### src/rtl/spi_fifo_pkg.sv
// Shared register map and status bit positions for the SPI FIFO unit.
// Assumes a 3-bit register address space.
package spi_fifo_pkg;
    typedef enum logic [2:0] {
        ADR_TX_THR  = 3'd0,
        ADR_RX_THR  = 3'd1,
        ADR_TX_LVL  = 3'd2,
        ADR_RX_LVL  = 3'd3,
        ADR_RAW     = 3'd4,
        ADR_OVR_CLR = 3'd5,
        ADR_MASK    = 3'd6,
        ADR_DATA    = 3'd7
    } reg_addr_e;

    localparam int ST_W   = 5;
    localparam int ST_TXE = 0;
    localparam int ST_RXO = 3;
    localparam int ST_RXF = 4;
endpackage

### src/rtl/spi_sync_fifo.sv
// Single-clock FIFO with a fill-level counter.
// A push into a full FIFO is dropped unless a pop happens in the same cycle.
// A pop from an empty FIFO is ignored. Assumes DEPTH is a power of two.
module spi_sync_fifo #(
    parameter int DEPTH = 32,
    parameter int WIDTH = 8
) (
    input  logic                       clk,
    input  logic                       rst_n,
    input  logic                       push,
    input  logic [WIDTH-1:0]           push_data,
    input  logic                       pop,
    output logic [WIDTH-1:0]           head,
    output logic [$clog2(DEPTH):0]     level,
    output logic                       full,
    output logic                       empty,
    output logic                       dropped
);
    localparam int ABW = $clog2(DEPTH);
    localparam logic [ABW:0] DEPTH_L = (ABW+1)'(DEPTH);

    logic [WIDTH-1:0] mem [DEPTH];
    logic [ABW-1:0]   wptr, rptr;
    logic             pop_ok, push_ok;

    // Accept conditions for each side
    always_comb begin
        pop_ok  = pop && !empty;
        push_ok = push && (!full || pop_ok);
        dropped = push && !push_ok;
    end

    assign full  = (level == DEPTH_L);
    assign empty = (level == '0);
    assign head  = mem[rptr];

    // Storage write
    always_ff @(posedge clk) begin
        if (push_ok) mem[wptr] <= push_data;
    end

    // Pointer and level bookkeeping
    always_ff @(posedge clk) begin
        if (!rst_n) begin
            wptr  <= '0;
            rptr  <= '0;
            level <= '0;
        end else begin
            if (push_ok) wptr <= wptr + 1'b1;
            if (pop_ok)  rptr <= rptr + 1'b1;
            case ({push_ok, pop_ok})
                2'b10:   level <= level + 1'b1;
                2'b01:   level <= level - 1'b1;
                default: level <= level;
            endcase
        end
    end


    level_in_range_chk: assert property (@(posedge clk) disable iff (!rst_n)
        level <= DEPTH_L);


    drop_keeps_level_chk: assert property (@(posedge clk) disable iff (!rst_n)
        dropped |=> (level == DEPTH_L));
endmodule

### src/rtl/spi_thresh_reg.sv
// Threshold register of ABW bits. Writes out of range are ignored.
// RX_STYLE selects the receive rule (value+1 must not exceed DEPTH);
// otherwise the transmit rule (value must be below DEPTH) applies.
module spi_thresh_reg #(
    parameter int DEPTH    = 32,
    parameter int REG_W    = 8,
    parameter bit RX_STYLE = 1'b0
) (
    input  logic                      clk,
    input  logic                      rst_n,
    input  logic                      wr_en,
    input  logic [REG_W-1:0]          wdata,
    output logic [$clog2(DEPTH)-1:0]  q
);
    localparam int ABW = $clog2(DEPTH);
    localparam logic [REG_W:0] DEPTH_W = (REG_W+1)'(DEPTH);

    logic [REG_W:0] wide;
    logic           accept;

    assign wide = {1'b0, wdata};

    generate
        if (RX_STYLE) begin : g_rx_rule
            // Range test on the incremented value
            assign accept = (wide + (REG_W+1)'(1)) <= DEPTH_W;
        end else begin : g_tx_rule
            // Range test on the raw value
            assign accept = wide < DEPTH_W;
        end
    endgenerate

    // Register update
    always_ff @(posedge clk) begin
        if (!rst_n)                q <= '0;
        else if (wr_en && accept)  q <= wdata[ABW-1:0];
    end


    ignored_write_chk: assert property (@(posedge clk) disable iff (!rst_n)
        (wr_en && (wide >= DEPTH_W)) |=> $stable(q));
endmodule

### src/rtl/spi_fifo_irq_unit.sv
// Transmit/receive FIFOs, thresholds, raw status and masked interrupt
// for an SPI master. Register reads are combinational. A read of the data
// address with reg_rd_en pops the receive FIFO. Assumes WIDTH <= REG_W and
// ABW+1 <= REG_W.
module spi_fifo_irq_unit
    import spi_fifo_pkg::*;
#(
    parameter int DEPTH = 32,
    parameter int WIDTH = 8,
    parameter int REG_W = 8
) (
    input  logic             clk,
    input  logic             rst_n,
    input  logic [2:0]       reg_addr,
    input  logic             reg_wr_en,
    input  logic             reg_rd_en,
    input  logic [REG_W-1:0] reg_wdata,
    output logic [REG_W-1:0] reg_rdata,
    input  logic             tx_pop,
    output logic [WIDTH-1:0] tx_data,
    output logic             tx_avail,
    input  logic             rx_push,
    input  logic [WIDTH-1:0] rx_data,
    output logic             irq
);
    localparam int ABW = $clog2(DEPTH);

    reg_addr_e        addr;
    logic [ABW-1:0]   tx_thr, rx_thr;
    logic [ABW:0]     tx_lvl, rx_lvl;
    logic [WIDTH-1:0] rx_head;
    logic             tx_full, tx_empty, tx_drop;
    logic             rx_full, rx_empty, rx_drop;
    logic             ovr, ovr_clr;
    logic [ST_W-1:0]  mask, raw;
    logic             wr_tx_thr, wr_rx_thr, wr_data, rd_data, wr_mask;

    assign addr = reg_addr_e'(reg_addr);

    // Decode write and read strobes
    always_comb begin
        wr_tx_thr = reg_wr_en && (addr == ADR_TX_THR);
        wr_rx_thr = reg_wr_en && (addr == ADR_RX_THR);
        wr_data   = reg_wr_en && (addr == ADR_DATA);
        wr_mask   = reg_wr_en && (addr == ADR_MASK);
        ovr_clr   = reg_wr_en && (addr == ADR_OVR_CLR);
        rd_data   = reg_rd_en && (addr == ADR_DATA);
    end

    spi_sync_fifo #(.DEPTH(DEPTH), .WIDTH(WIDTH)) u_tx_fifo (
        .clk(clk), .rst_n(rst_n),
        .push(wr_data), .push_data(reg_wdata[WIDTH-1:0]),
        .pop(tx_pop), .head(tx_data), .level(tx_lvl),
        .full(tx_full), .empty(tx_empty), .dropped(tx_drop)
    );

    spi_sync_fifo #(.DEPTH(DEPTH), .WIDTH(WIDTH)) u_rx_fifo (
        .clk(clk), .rst_n(rst_n),
        .push(rx_push), .push_data(rx_data),
        .pop(rd_data), .head(rx_head), .level(rx_lvl),
        .full(rx_full), .empty(rx_empty), .dropped(rx_drop)
    );

    spi_thresh_reg #(.DEPTH(DEPTH), .REG_W(REG_W), .RX_STYLE(1'b0)) u_tx_thr (
        .clk(clk), .rst_n(rst_n), .wr_en(wr_tx_thr), .wdata(reg_wdata), .q(tx_thr)
    );

    spi_thresh_reg #(.DEPTH(DEPTH), .REG_W(REG_W), .RX_STYLE(1'b1)) u_rx_thr (
        .clk(clk), .rst_n(rst_n), .wr_en(wr_rx_thr), .wdata(reg_wdata), .q(rx_thr)
    );

    assign tx_avail = !tx_empty;

    // Sticky overrun flag: a new drop wins over a clear in the same cycle
    always_ff @(posedge clk) begin
        if (!rst_n)       ovr <= 1'b0;
        else if (rx_drop) ovr <= 1'b1;
        else if (ovr_clr) ovr <= 1'b0;
    end

    // Interrupt mask register
    always_ff @(posedge clk) begin
        if (!rst_n)       mask <= '0;
        else if (wr_mask) mask <= reg_wdata[ST_W-1:0];
    end

    // Raw status word assembly
    always_comb begin
        raw         = '0;
        raw[ST_TXE] = ({1'b0, tx_thr} >= tx_lvl);
        raw[ST_RXO] = ovr;
        raw[ST_RXF] = (rx_lvl >= ({1'b0, rx_thr} + 1'b1));
    end

    assign irq = |(raw & mask);

    // Register read multiplexer
    always_comb begin
        unique case (addr)
            ADR_TX_THR:  reg_rdata = REG_W'(tx_thr);
            ADR_RX_THR:  reg_rdata = REG_W'(rx_thr);
            ADR_TX_LVL:  reg_rdata = REG_W'(tx_lvl);
            ADR_RX_LVL:  reg_rdata = REG_W'(rx_lvl);
            ADR_RAW:     reg_rdata = REG_W'(raw);
            ADR_MASK:    reg_rdata = REG_W'(mask);
            ADR_DATA:    reg_rdata = REG_W'(rx_head);
            default:     reg_rdata = '0;
        endcase
    end


    drop_sets_overrun_chk: assert property (@(posedge clk) disable iff (!rst_n)
        (rx_push && rx_full && !rd_data) |=> ovr);


    overrun_sticky_chk: assert property (@(posedge clk) disable iff (!rst_n)
        (ovr && !ovr_clr) |=> ovr);


    overrun_cleared_chk: assert property (@(posedge clk) disable iff (!rst_n)
        (ovr_clr && !rx_push) |=> !ovr);


    tx_full_hold_chk: assert property (@(posedge clk) disable iff (!rst_n)
        (tx_full && !tx_pop) |=> tx_full);
endmodule

### config.mk
export PLATFORM = sky130hd
export DESIGN_NAME = spi_fifo_irq_unit
export DESIGN_NICKNAME = d
export VERILOG_FILES = /design/src/rtl/spi_fifo_pkg.sv /design/src/rtl/spi_sync_fifo.sv /design/src/rtl/spi_thresh_reg.sv /design/src/rtl/spi_fifo_irq_unit.sv
export SDC_FILE = /design/constraint.sdc
export NUM_CORES = 1
export LEC_CHECK = 0
export BUFFER_PORTS_ARGS = -buffer_cell sky130_fd_sc_hd__buf_2
export CAP_MARGIN = 20
export CORE_ASPECT_RATIO = 1.25
export CORE_MARGIN = 3
export CORE_UTILIZATION = 56
export CTS_CLUSTER_DIAMETER = 100
export DETAILED_ROUTE_END_ITERATION = 8
export HOLD_SLACK_MARGIN = 0.05
export MAX_ROUTING_LAYER = met4
export PLACE_DENSITY_LB_ADDON = 0.05
export SLEW_MARGIN = 30
export SYNTH_ARGS = -nofsm -noshare
export SYNTH_HDL_FRONTEND = slang
export SYNTH_HIERARCHICAL = 1
export SYNTH_SLANG_ARGS = --single-unit
### constraint.sdc
create_clock -name clk -period 3.5 [get_ports clk]
set_input_delay 0.7 -clock clk [delete_from_list [all_inputs] [get_ports clk]]
set_output_delay 0.7 -clock clk [all_outputs]
set_load 0.05 [all_outputs]
; ---- Yosys cells after proc, flatten, opt, wreduce, memory -nomap -nowiden
; Memories as Yosys holds them, arrays and structs flattened. A register that Yosys moved wholly into a read port is not among the register bits.
; Cells that the tools add are included.
[op_classes]
n_eq_ne = 13
multipliers = 0
magnitude_cmp = 4
div_mod_pow = 0
bitwise_logic = 1
add_sub_neg = 10
muxes = 13
reduce_logical = 27
shift = 0
[ops]
columns = cell, count
row1 = 8-bit one-hot mux with 7 select lines, 1
row2 = 6-bit one-hot mux with 2 select lines, 2
row3 = "5-bit by 1-bit adder with 5-bit output, second input constant", 4
row4 = 5-bit two-way mux, 4
row5 = 1-bit logical AND, 13
row6 = "6-bit by 1-bit adder with 6-bit output, second input constant", 2
row7 = "3-bit equality test, second input constant", 4
row8 = "6-bit equality test, second input constant", 2
row9 = 6-bit logical NOT, 2
row10 = "6-bit by 1-bit subtractor with 6-bit output, second input constant", 2
row11 = "8-bit by 1-bit adder with 9-bit output, second input constant", 1
row12 = "9-bit by 6-bit <= comparator with 1-bit output, second input constant", 1
row13 = "8-bit by 6-bit < comparator with 1-bit output, second input constant", 1
row14 = "5-bit by 1-bit adder with 6-bit output, second input constant", 1
row15 = "3-bit by 2-bit equality test with 1-bit output, second input constant", 2
row16 = 5-bit by 6-bit >= comparator with 1-bit output, 1
row17 = 6-bit >= comparator, 1
row18 = 1-bit two-way mux, 6
row19 = 2-bit nonzero test, 3
row20 = 5-bit bitwise AND, 1
row21 = 1-bit logical NOT, 5
row22 = 5-bit OR reduction, 1
row23 = "2-bit by 1-bit equality test with 1-bit output, second input constant", 2
row24 = "2-bit equality test, second input constant", 2
row25 = other kinds (3), 4
[word_totals]
out_inout_bits = 18
inputBits = 25
wordCells = 80
regBits = 48
n_memories = 2
ram_bits = 512
rom_bits = 0
latchBits = 0
[memory_table]
columns = memory, words, width, rd, rd_clocked_by_memory_dff, wr, line
row1 = u_rx_fifo.mem, 32, 8, 1, 1, 1, spi_sync_fifo.sv:22  ; logic [WIDTH-1:0] mem [DEPTH];
row2 = u_tx_fifo.mem, 32, 8, 1, 1, 1, spi_sync_fifo.sv:22

; ---- Logic depth before layout (Yosys ltp)
; Gate-level depths: netlist of the first run.
[depth]
depth_word = 8
mapped_depth = 13
ltp_nobuf = 12

; ---- Cells and area by module
; Netlist of the first run, hierarchy kept.
[by_module_without_submodules]
columns = module, seq_area_each_um2, area_each_um2, cells_per_inst, instances
row1 = spi_sync_fifo, 8107.8, 11018.1, 541, 2
row2 = spi_fifo_irq_unit, 120.1, 939.7, 117, 1
row3 = spi_thresh_reg, 100.1, 215.2, 22, 2

; ---- Worst setup path after synthesis of the first run
; No wires, ideal clock.
[synth_timing]
path_kind = input-to-reg
start = input reg_addr[2]
end = register u_rx_fifo.level[5]
arrival_ns = 3.495
slack_ns = -0.122
n_path_buf = 1
setup_time_ns = 0.127
path_stages = 13
t_required_ns = 3.373
cell_sequence = inv_1 -> nor3_1 -> and2_1 -> clkbuf_1 -> o31ai_4 -> or2_2 -> inv_1 -> ha_1 -> a211oi_1 -> o21bai_1 -> a21oi_1 -> mux2i_1 -> or3_1
[synth_via]
elab_chain_len = 7
elab_cells_between_ends = 9
cone_classes = 3 x eq/ne / 1 x mux / 5 x reduce/logical
[synth_rtl]
columns = element, line
row1 = start: declaration, spi_fifo_irq_unit.sv:14  ; input logic [2:0] reg_addr,
row2 = 3-bit equality test (*), spi_fifo_irq_unit.sv:47  ; rd_data = reg_rd_en && (addr == ADR_DATA);
row3 = 1-bit logical AND (*), spi_fifo_irq_unit.sv:47
row4 = net rd_data, spi_fifo_irq_unit.sv:36  ; logic wr_tx_thr, wr_rx_thr, wr_data, rd_data, wr_mask;
row5 = 1-bit logical AND (*), spi_sync_fifo.sv:28  ; pop_ok = pop && !empty;
row6 = 1-bit logical OR, spi_sync_fifo.sv:29  ; push_ok = push && (!full || pop_ok);
row7 = 1-bit logical AND, spi_sync_fifo.sv:29
row8 = 2-bit by 1-bit equality test with 1-bit output or 2-bit equality test (tied branches), spi_sync_fifo.sv:51  ; case ({push_ok, pop_ok})
row9 = 6-bit one-hot mux with 2 select lines or 2-bit nonzero test (tied branches), n/a
row10 = end signal: assignment, spi_sync_fifo.sv:52  ; 2'b10: level <= level + 1'b1;
row11 = end signal: assignment, spi_sync_fifo.sv:53  ; 2'b01: level <= level - 1'b1;
row12 = end signal: assignment, spi_sync_fifo.sv:54  ; default: level <= level;
row13 = end: declaration, spi_sync_fifo.sv:14  ; output logic [$clog2(DEPTH):0] level,
; The timed path passes the listed nets; every way through them passes the cells marked *.
; A chain may end at the register's enable or synchronous reset.

==> impl_results.md, run 1 <==
* Unrepaired setup endpoints after global routing: yes
* Min-Delay Endpoint: u_tx_thr/q[0]$_SDFFE_PN0P_
* Reg power frac at between 40 and 50%
* Routability cong. at roughly 0.85
* Synth warn at 6
* Crit path max fanout at 4
* Full die area at 0.0443 mm²
* Design area at 0.0273 mm²
* CTS tree: yes
* Min Tclk post-route at roughly 4.0 ns
* Slew Viols, Final at 0
* Worst hold path class: flop to flop
* Clk pin slew, worst setup/hold paths at approximately 0.060 ns
* DR vias/cell at 5.90
* WS Path Type: flop to output pin
* Reg-to-reg startpoint: u_tx_fifo/level[2]$_SDFFE_PN0P_
* Root Buffer: clkbuf_16
* Setup violations, final at 16
* DR vias at 11900
* Die width at about 190 µm
* Layout area overhead at 16.8%
* Drt total wl at a little under 50 mm
* Final nets at approximately 1500
* Power Total at roughly 16 mW
* Total clock sinks at between 500 and 600
* CTS Buf Count at 53
* DRC at 0
* Fraction of power consumed by the clock network at between 30% and 40%
* Initial core utilization at ~57%
* Reg2reg setup slack at about 0.33 ns
* Cell Area, Synth at 0.0234 mm²
* Status: finished, violations left
* Mapped Cells at ~1200
* IO Pins at 43
* Internal power at ~12 mW
* Maxcap violations at 0
* Crit end category: output pin
* Fin Clk Skew at between 0.02 and 0.03 ns
* Max-Slew Margin vs Limit at 50.5%
* P_sw at 3.88 mW
* Setup crit start kind: flop
* # fillers at 2830
* R2R depth at 10
* Placed Area at between 0.02 and 0.025 mm²
* Die Y at 235 µm
* Routed WL per cell at 24.2 µm
* Switch share at 24.6%
* Leak Pwr at roughly 9.0 nW
* Post-DRT Antenna Nets at 0
* Share of the cycle needed by the critical path after routing at 114%
* Largest net degree at the start of global routing at 65
* Initial antenna violation count at 1
* First-pass GRT wire length at about 74 mm
* FMAX at 0.252 GHz
* Logic pwr share at ~17%
* WP data required at 2.80 ns
* VDD IR max at ~0.43 mV
* CTS max path bufs at 3
* Multi-input logic area at roughly 0.0065 mm²
* Vias in the first global route at 12200
* Measured slew at the worst slew-check pin at between 0.7 and 0.8 ns
* Violated checks: negative setup slack
* Average cell area after synthesis at 18.9 µm²
* Hold_sp: u_tx_thr/q[0]$_SDFFE_PN0P_
* CP Data Arrival Time at roughly 3.3 ns
* Global-route usage over all layers at between 20% and 30%
* Layout cells sized above 1 at between 30% and 40%
* DRT Pass-1 Iters at 5
* Worst-skew pair later-pin latency at 0.59 ns
* 1st-iter DRT viols at just over 800
* Total core area at ~0.041 mm²
* Final TNS setup at -3.23 ns
* # rows at 83
* PnR worst setup slack at -0.474 ns
* GR Overflow Total at 0
* Mapped Nets at about 1300
* Hold Fails Final Rpt at 0
* FF-to-FF End: u_tx_fifo/level[5]$_SDFFE_PN0P_
* Pwr dens at between 500 and 600 mW/mm²
* Hold depth at 2
* Layout Utilization at between 60% and 70%
* FF/Latch Area at between 0.015 and 0.02 mm²
* Port bufs at 42
* H-tree depth at 2
* HPWL after detailed placement at between 30 and 40 mm
final cells by class:
class / instances / area share, %
flip-flops and latches: 570 / 60.6
multi-input cells: 579 / 23.9
repair buffers: 186 / 6.55
clock buffers: 73 / 5.36
well taps: 552 / 2.53
clock inverters: 27 / 0.705
inverters: 29 / 0.399
diodes: 1 / 0.00916
repair_timing:
item                       CTS  global route
resized for setup           81            12
hold endpoints to repair     0             0
hold buffers                 0             0
buffers inserted            24             2
pin swaps                    5             4
cloned                       6             1
setup endpoints to repair   16            17
layout by cell type, fill, tap and decap left out, types with 8 or more instances in the layout:
cell / instances
ha_1: 30
inv_1: 29
a21oi_1: 21
buf_4: 110
buf_12: 19
mux2i_1: 26
buf_2: 25
dfxtp_1: 51
nor2b_1: 9
clkinv_1: 9
edfxtp_1: 512
clkbuf_16: 56
mux4_2: 161
clkinv_2: 10
buf_6: 20
nand2_1: 47
clkbuf_1: 16
xnor2_1: 9
nand3_1: 14
nor3_1: 13
xor2_1: 14
nand3b_1: 8
mux2_4: 14
o21ai_0: 14
nor2_1: 105
metal layers:
layer  wire (µm)  track usage, %  vias up
li1            -               -     5358
met3        2210            3.89      101
met1       19500            29.0     6161
met5           0               -        -
met4        1560            7.94        0
met2       25600            39.3      283
registers in the layout, indices dropped and copies added, names as in the netlist, named ones only:
register	cells
u_rx_fifo/level	6
mask	5
u_tx_fifo/wptr	5
u_tx_fifo/rptr	5
u_rx_thr/q	5
u_tx_fifo/mem	256
u_tx_thr/q	5
u_tx_fifo/level	6
u_rx_fifo/rptr	5
u_rx_fifo/wptr	5
u_rx_fifo/mem	256
ovr	1
power groups by stage:
| stage | clock network (mW) | logic (mW) | registers (mW) |
|---|---|---|---|
| after floorplan | 0 | 1.71 | 7.71 |
| after global placement | 0 | 2.26 | 7.77 |
| after detailed placement | 0 | 2.30 | 7.77 |
| after CTS | 5.60 | 2.71 | 7.62 |
| after global routing | 5.88 | 2.90 | 7.63 |
| final | 5.46 | 2.70 | 7.63 |
stage by stage:
stage	std cells	worst slack (ns)	hold slack [ns]
after global placement	1886	0.0848	0.473
after detailed placement	1886	-0.0521	0.472
after CTS	2016	-0.509	0.487
after global routing	2017	-0.555	0.515
after floorplan	1240	0.0291	0.447
final	2017	-0.474	0.480
critical path: stages, from the launching register on:
cell     delay (ns)
dfxtp_4        0.40
buf_8          0.13
buf_12         0.11
mux4_2         0.49
mux4_2         0.55
mux2_4         0.29
mux2_4         0.26
a22oi_2        0.15
o22ai_1        0.10
buf_4          0.20
worst max-delay path by stage:
| stage | startpoint | end | slack, ns | depth (start not counted) |
|---|---|---|---|---|
| after floorplan | reg_addr[2] | u_rx_fifo/level[5]$_SDFFE_PN0P_ | 0.03 | 13 |
| after global placement | flop | reg_rdata[2] | 0.08 | 8 |
| after detailed placement | reg_addr[0] | u_rx_fifo/level[5]$_SDFFE_PN0P_ | -0.05 | 13 |
| after CTS | flop | reg_rdata[2] | -0.51 | 9 |
| after global routing | flop | reg_rdata[0] | -0.56 | 10 |
| final | flop | reg_rdata[2] | -0.47 | 9 |
(Power assumes the default switching activity.)
==> run 2, diff against run 1 <==
--- a/config.mk
+++ b/config.mk
@@ -14,7 +14,7 @@
 export DETAILED_ROUTE_END_ITERATION = 8
 export HOLD_SLACK_MARGIN = 0.05
 export MAX_ROUTING_LAYER = met4
-export PLACE_DENSITY_LB_ADDON = 0.05
+export PLACE_DENSITY = 0.81
 export SLEW_MARGIN = 30
 export SYNTH_ARGS = -nofsm -noshare
 export SYNTH_HDL_FRONTEND = slang
==> impl_results.md, run 2 (synthesis gave the netlist of run 1 again) <==
* Total clock sinks at 570 (unchanged)
* Status: finished, violations left (unchanged)
* Commonest non-fill, non-tap cell in the layout: edfxtp_1 (unchanged)
* Clk pin slew, worst setup/hold paths at 0.06 ns (about the same)
* 1st-iter DRT viols at 1319 (was 809)
* Routability cong. at 0.896 (was 0.849)
* Reg-to-reg startpoint: u_rx_fifo/level[1]$_SDFFE_PN0P_ (was u_tx_fifo/level[2]$_SDFFE_PN0P_)
* Reg2reg setup slack at 0.32 ns (was 0.33 ns)
* Fin Clk Skew at 0.0341 ns (was 0.0261 ns)
* Slew Viols, Final at 0 (unchanged)
* R2R depth at 10 (unchanged)
* Min Tclk post-route at 3.90 ns (was 3.97 ns)
* Initial core utilization at 56.9% (unchanged)
* Hold Fails Final Rpt at 0 (unchanged)
* FMAX at 0.256 GHz (was 0.252 GHz)
* Worst-skew pair later-pin latency at 0.59 ns (about the same)
* Full die area at 0.0443 mm² (unchanged)
* Drt total wl at 53.2 mm (was 48.8 mm)
* Layout Utilization at 66.0% (was 66.4%)
* Measured slew at the worst slew-check pin at 0.909 ns (was 0.743 ns)
* Max-Slew Margin vs Limit at 39.3% (was 50.5%)
* Layout cells sized above 1 at 30.7% (was 31.9%)
* FF-to-FF End: u_rx_fifo/level[5]$_SDFFE_PN0P_ (was u_tx_fifo/level[5]$_SDFFE_PN0P_)
* HPWL after detailed placement at 31.9 mm (was 31.3 mm)
* GR Overflow Total at 0 (unchanged)
* Die width at 189 µm (unchanged)
* PnR worst setup slack at -0.400 ns (was -0.474 ns)
* H-tree depth at 2 (unchanged)
* Port bufs at 42 (unchanged)
* IO Pins at 43 (unchanged)
* DRC at 0 (unchanged)
* Placed Area at 0.0248 mm² (was 0.0249 mm²)
* WS Path Type: flop to output pin (unchanged)
* Die Y at 235 µm (unchanged)
* Worst hold path class: flop to flop (unchanged)
* Multi-input logic area at 0.00653 mm² (was 0.00652 mm²)
* Largest regs: u_rx_fifo/mem x256, u_tx_fifo/mem x256 (unchanged)
* First-pass GRT wire length at 81.4 mm (was 74.3 mm)
* CTS tree: yes (unchanged)
* Hold_sp: u_tx_thr/q[4]$_SDFFE_PN0P_ (was u_tx_thr/q[0]$_SDFFE_PN0P_)
* Global-route usage over all layers at 25.4% (was 23.2%)
* # fillers at 2614 (was 2830)
* CTS Buf Count at 53 (unchanged)
* Total core area at 0.0411 mm² (unchanged)
* Setup violations, final at 11 (was 16)
* DR vias/cell at 6.28 (was 5.90)
* Layout area overhead at 16.1% (was 16.8%)
* Routed WL per cell at 26.7 µm (was 24.2 µm)
* Initial antenna violation count at 1 (unchanged)
* Most frequent cells in the layout: edfxtp_1 (512), mux4_2 (161), nor2_1 (105) (was edfxtp_1 (512), mux4_2 (161), buf_4 (110))
* Leak Pwr at 8.92 nW (was 9.02 nW)
* Violated checks: negative setup slack (unchanged)
* Setup crit start kind: flop (unchanged)
* Pwr dens at 589 mW/mm² (was 578 mW/mm²)
* DRT Pass-1 Iters at 7 (was 5)
* WP data required at 2.80 ns (about the same)
* Share of the cycle needed by the critical path after routing at 111% (was 114%)
* Vias in the first global route at 13000 (was 12200)
* Maxcap violations at 0 (unchanged)
* Final TNS setup at -2.76 ns (was -3.23 ns)
* Hold depth at 2 (unchanged)
* VDD IR max at 0.465 mV (was 0.434 mV)
* Power Total at 16.0 mW (was 15.8 mW)
* Post-DRT Antenna Nets at 0 (unchanged)
* CP Data Arrival Time at 3.20 ns (was 3.27 ns)
* Crit path max fanout at 5 (was 4)
* Unrepaired setup endpoints after global routing: yes (unchanged)
* Design area at 0.0272 mm² (was 0.0273 mm²)
* FF/Latch Area at 0.0165 mm² (about the same)
* Crit end category: output pin (unchanged)
* # rows at 83 (unchanged)
* Largest net degree at the start of global routing at 65 (unchanged)
* Min-Delay Endpoint: u_tx_thr/q[4]$_SDFFE_PN0P_ (was u_tx_thr/q[0]$_SDFFE_PN0P_)
* Final nets at 1455 (was 1476)
* Root Buffer: clkbuf_16 (unchanged)
* Hold_buf cts at 0 (unchanged)
* DR vias at 12500 (was 11900)
* Pre-CTS setup slack at -0.00402 ns (was -0.0521 ns)
* CTS max path bufs at 3 (unchanged)
==> run 2: cell count changes in the layout (fill, tap and decap cells not counted), moves of 2 or more <==
cell,change
mux2_2,-2
clkinvlp_4,-3
clkbuf_16,-2
dfxtp_2,-3
buf_4,-15
buf_12,-3
dfxtp_1,+3
bufinv_16,+2
mux2_4,+2
clkinv_2,-4
clkbuf_1,-3
buf_6,-2
==> run 2: area by class of cell <==
cell class / instances / share of cell area (%)
Timing Repair Buffer: 165 / 5.85
Antenna cell: 1 / 0.00922
Clock buffer: 70 / 5.31
Inverter: 29 / 0.401
Tap cell: 552 / 2.54
Multi-Input combinational cell: 579 / 24.0
Clock inverter: 24 / 0.899
Sequential cell: 570 / 60.9
==> run 2: metal layers <==
| layer | part of all wire, % | wire length [µm] | GRT usage [%] |
|---|---|---|---|
| met1 | 35 | 18600 | 29.7 |
| met2 | 55 | 29100 | 45.3 |
| met3 | 6.0 | 3180 | 3.23 |
| met4 | 4.1 | 2200 | 9.64 |
| met5 | 0 | 0 | - |
==> run 2: worst max path at each step <==
stage                                                 end  slack [ns]  cells past startpoint
after global routing                         reg_rdata[0]       -0.52                     10
final                                        reg_rdata[2]       -0.40                      8
after CTS                                    reg_rdata[5]       -0.44                      8
after global placement                       reg_rdata[2]        0.08                      8
after floorplan           u_rx_fifo/level[5]$_SDFFE_PN0P_        0.03                     13
after detailed placement  u_rx_fifo/level[5]$_SDFFE_PN0P_      -0.004                     14
==> run 2: critical path: stages (launching register included) <==
cell     delay (ns)
dfxtp_4        0.40
buf_8          0.14
mux4_2         0.52
mux4_2         0.55
mux2_4         0.28
mux2_4         0.26
a22oi_2        0.17
o22ai_2        0.12
buf_6          0.17
==> run 2: power by group <==
part	internal (mW)	leakage [nW]	total, mW	switching [mW]
registers	7.50	5.08	7.63	0.131
logic	1.33	3.01	2.77	1.45
clock network	3.19	0.825	5.60	2.40
total	12.0	8.92	16.0	3.98
==> run 2: per-stage QoR <==
| step | cells | hold WS, ns |
|---|---|---|
| finish | 1990 | 0.488 |
| detailed placement | 1868 | 0.476 |
| global route | 1990 | 0.504 |
| global placement | 1868 | 0.460 |
| CTS | 1988 | 0.481 |
| floorplan | 1240 | 0.447 |
==> run 2: what timing repair did <==
action / in CTS / in global routing
buffers inserted: 21 / 6
pin swaps: 5 / 2
gates cloned: 7 / 0
gates resized for setup: 68 / 27
endpoints found under the hold margin: 0 / 0
endpoints found under the setup margin: 16 / 17
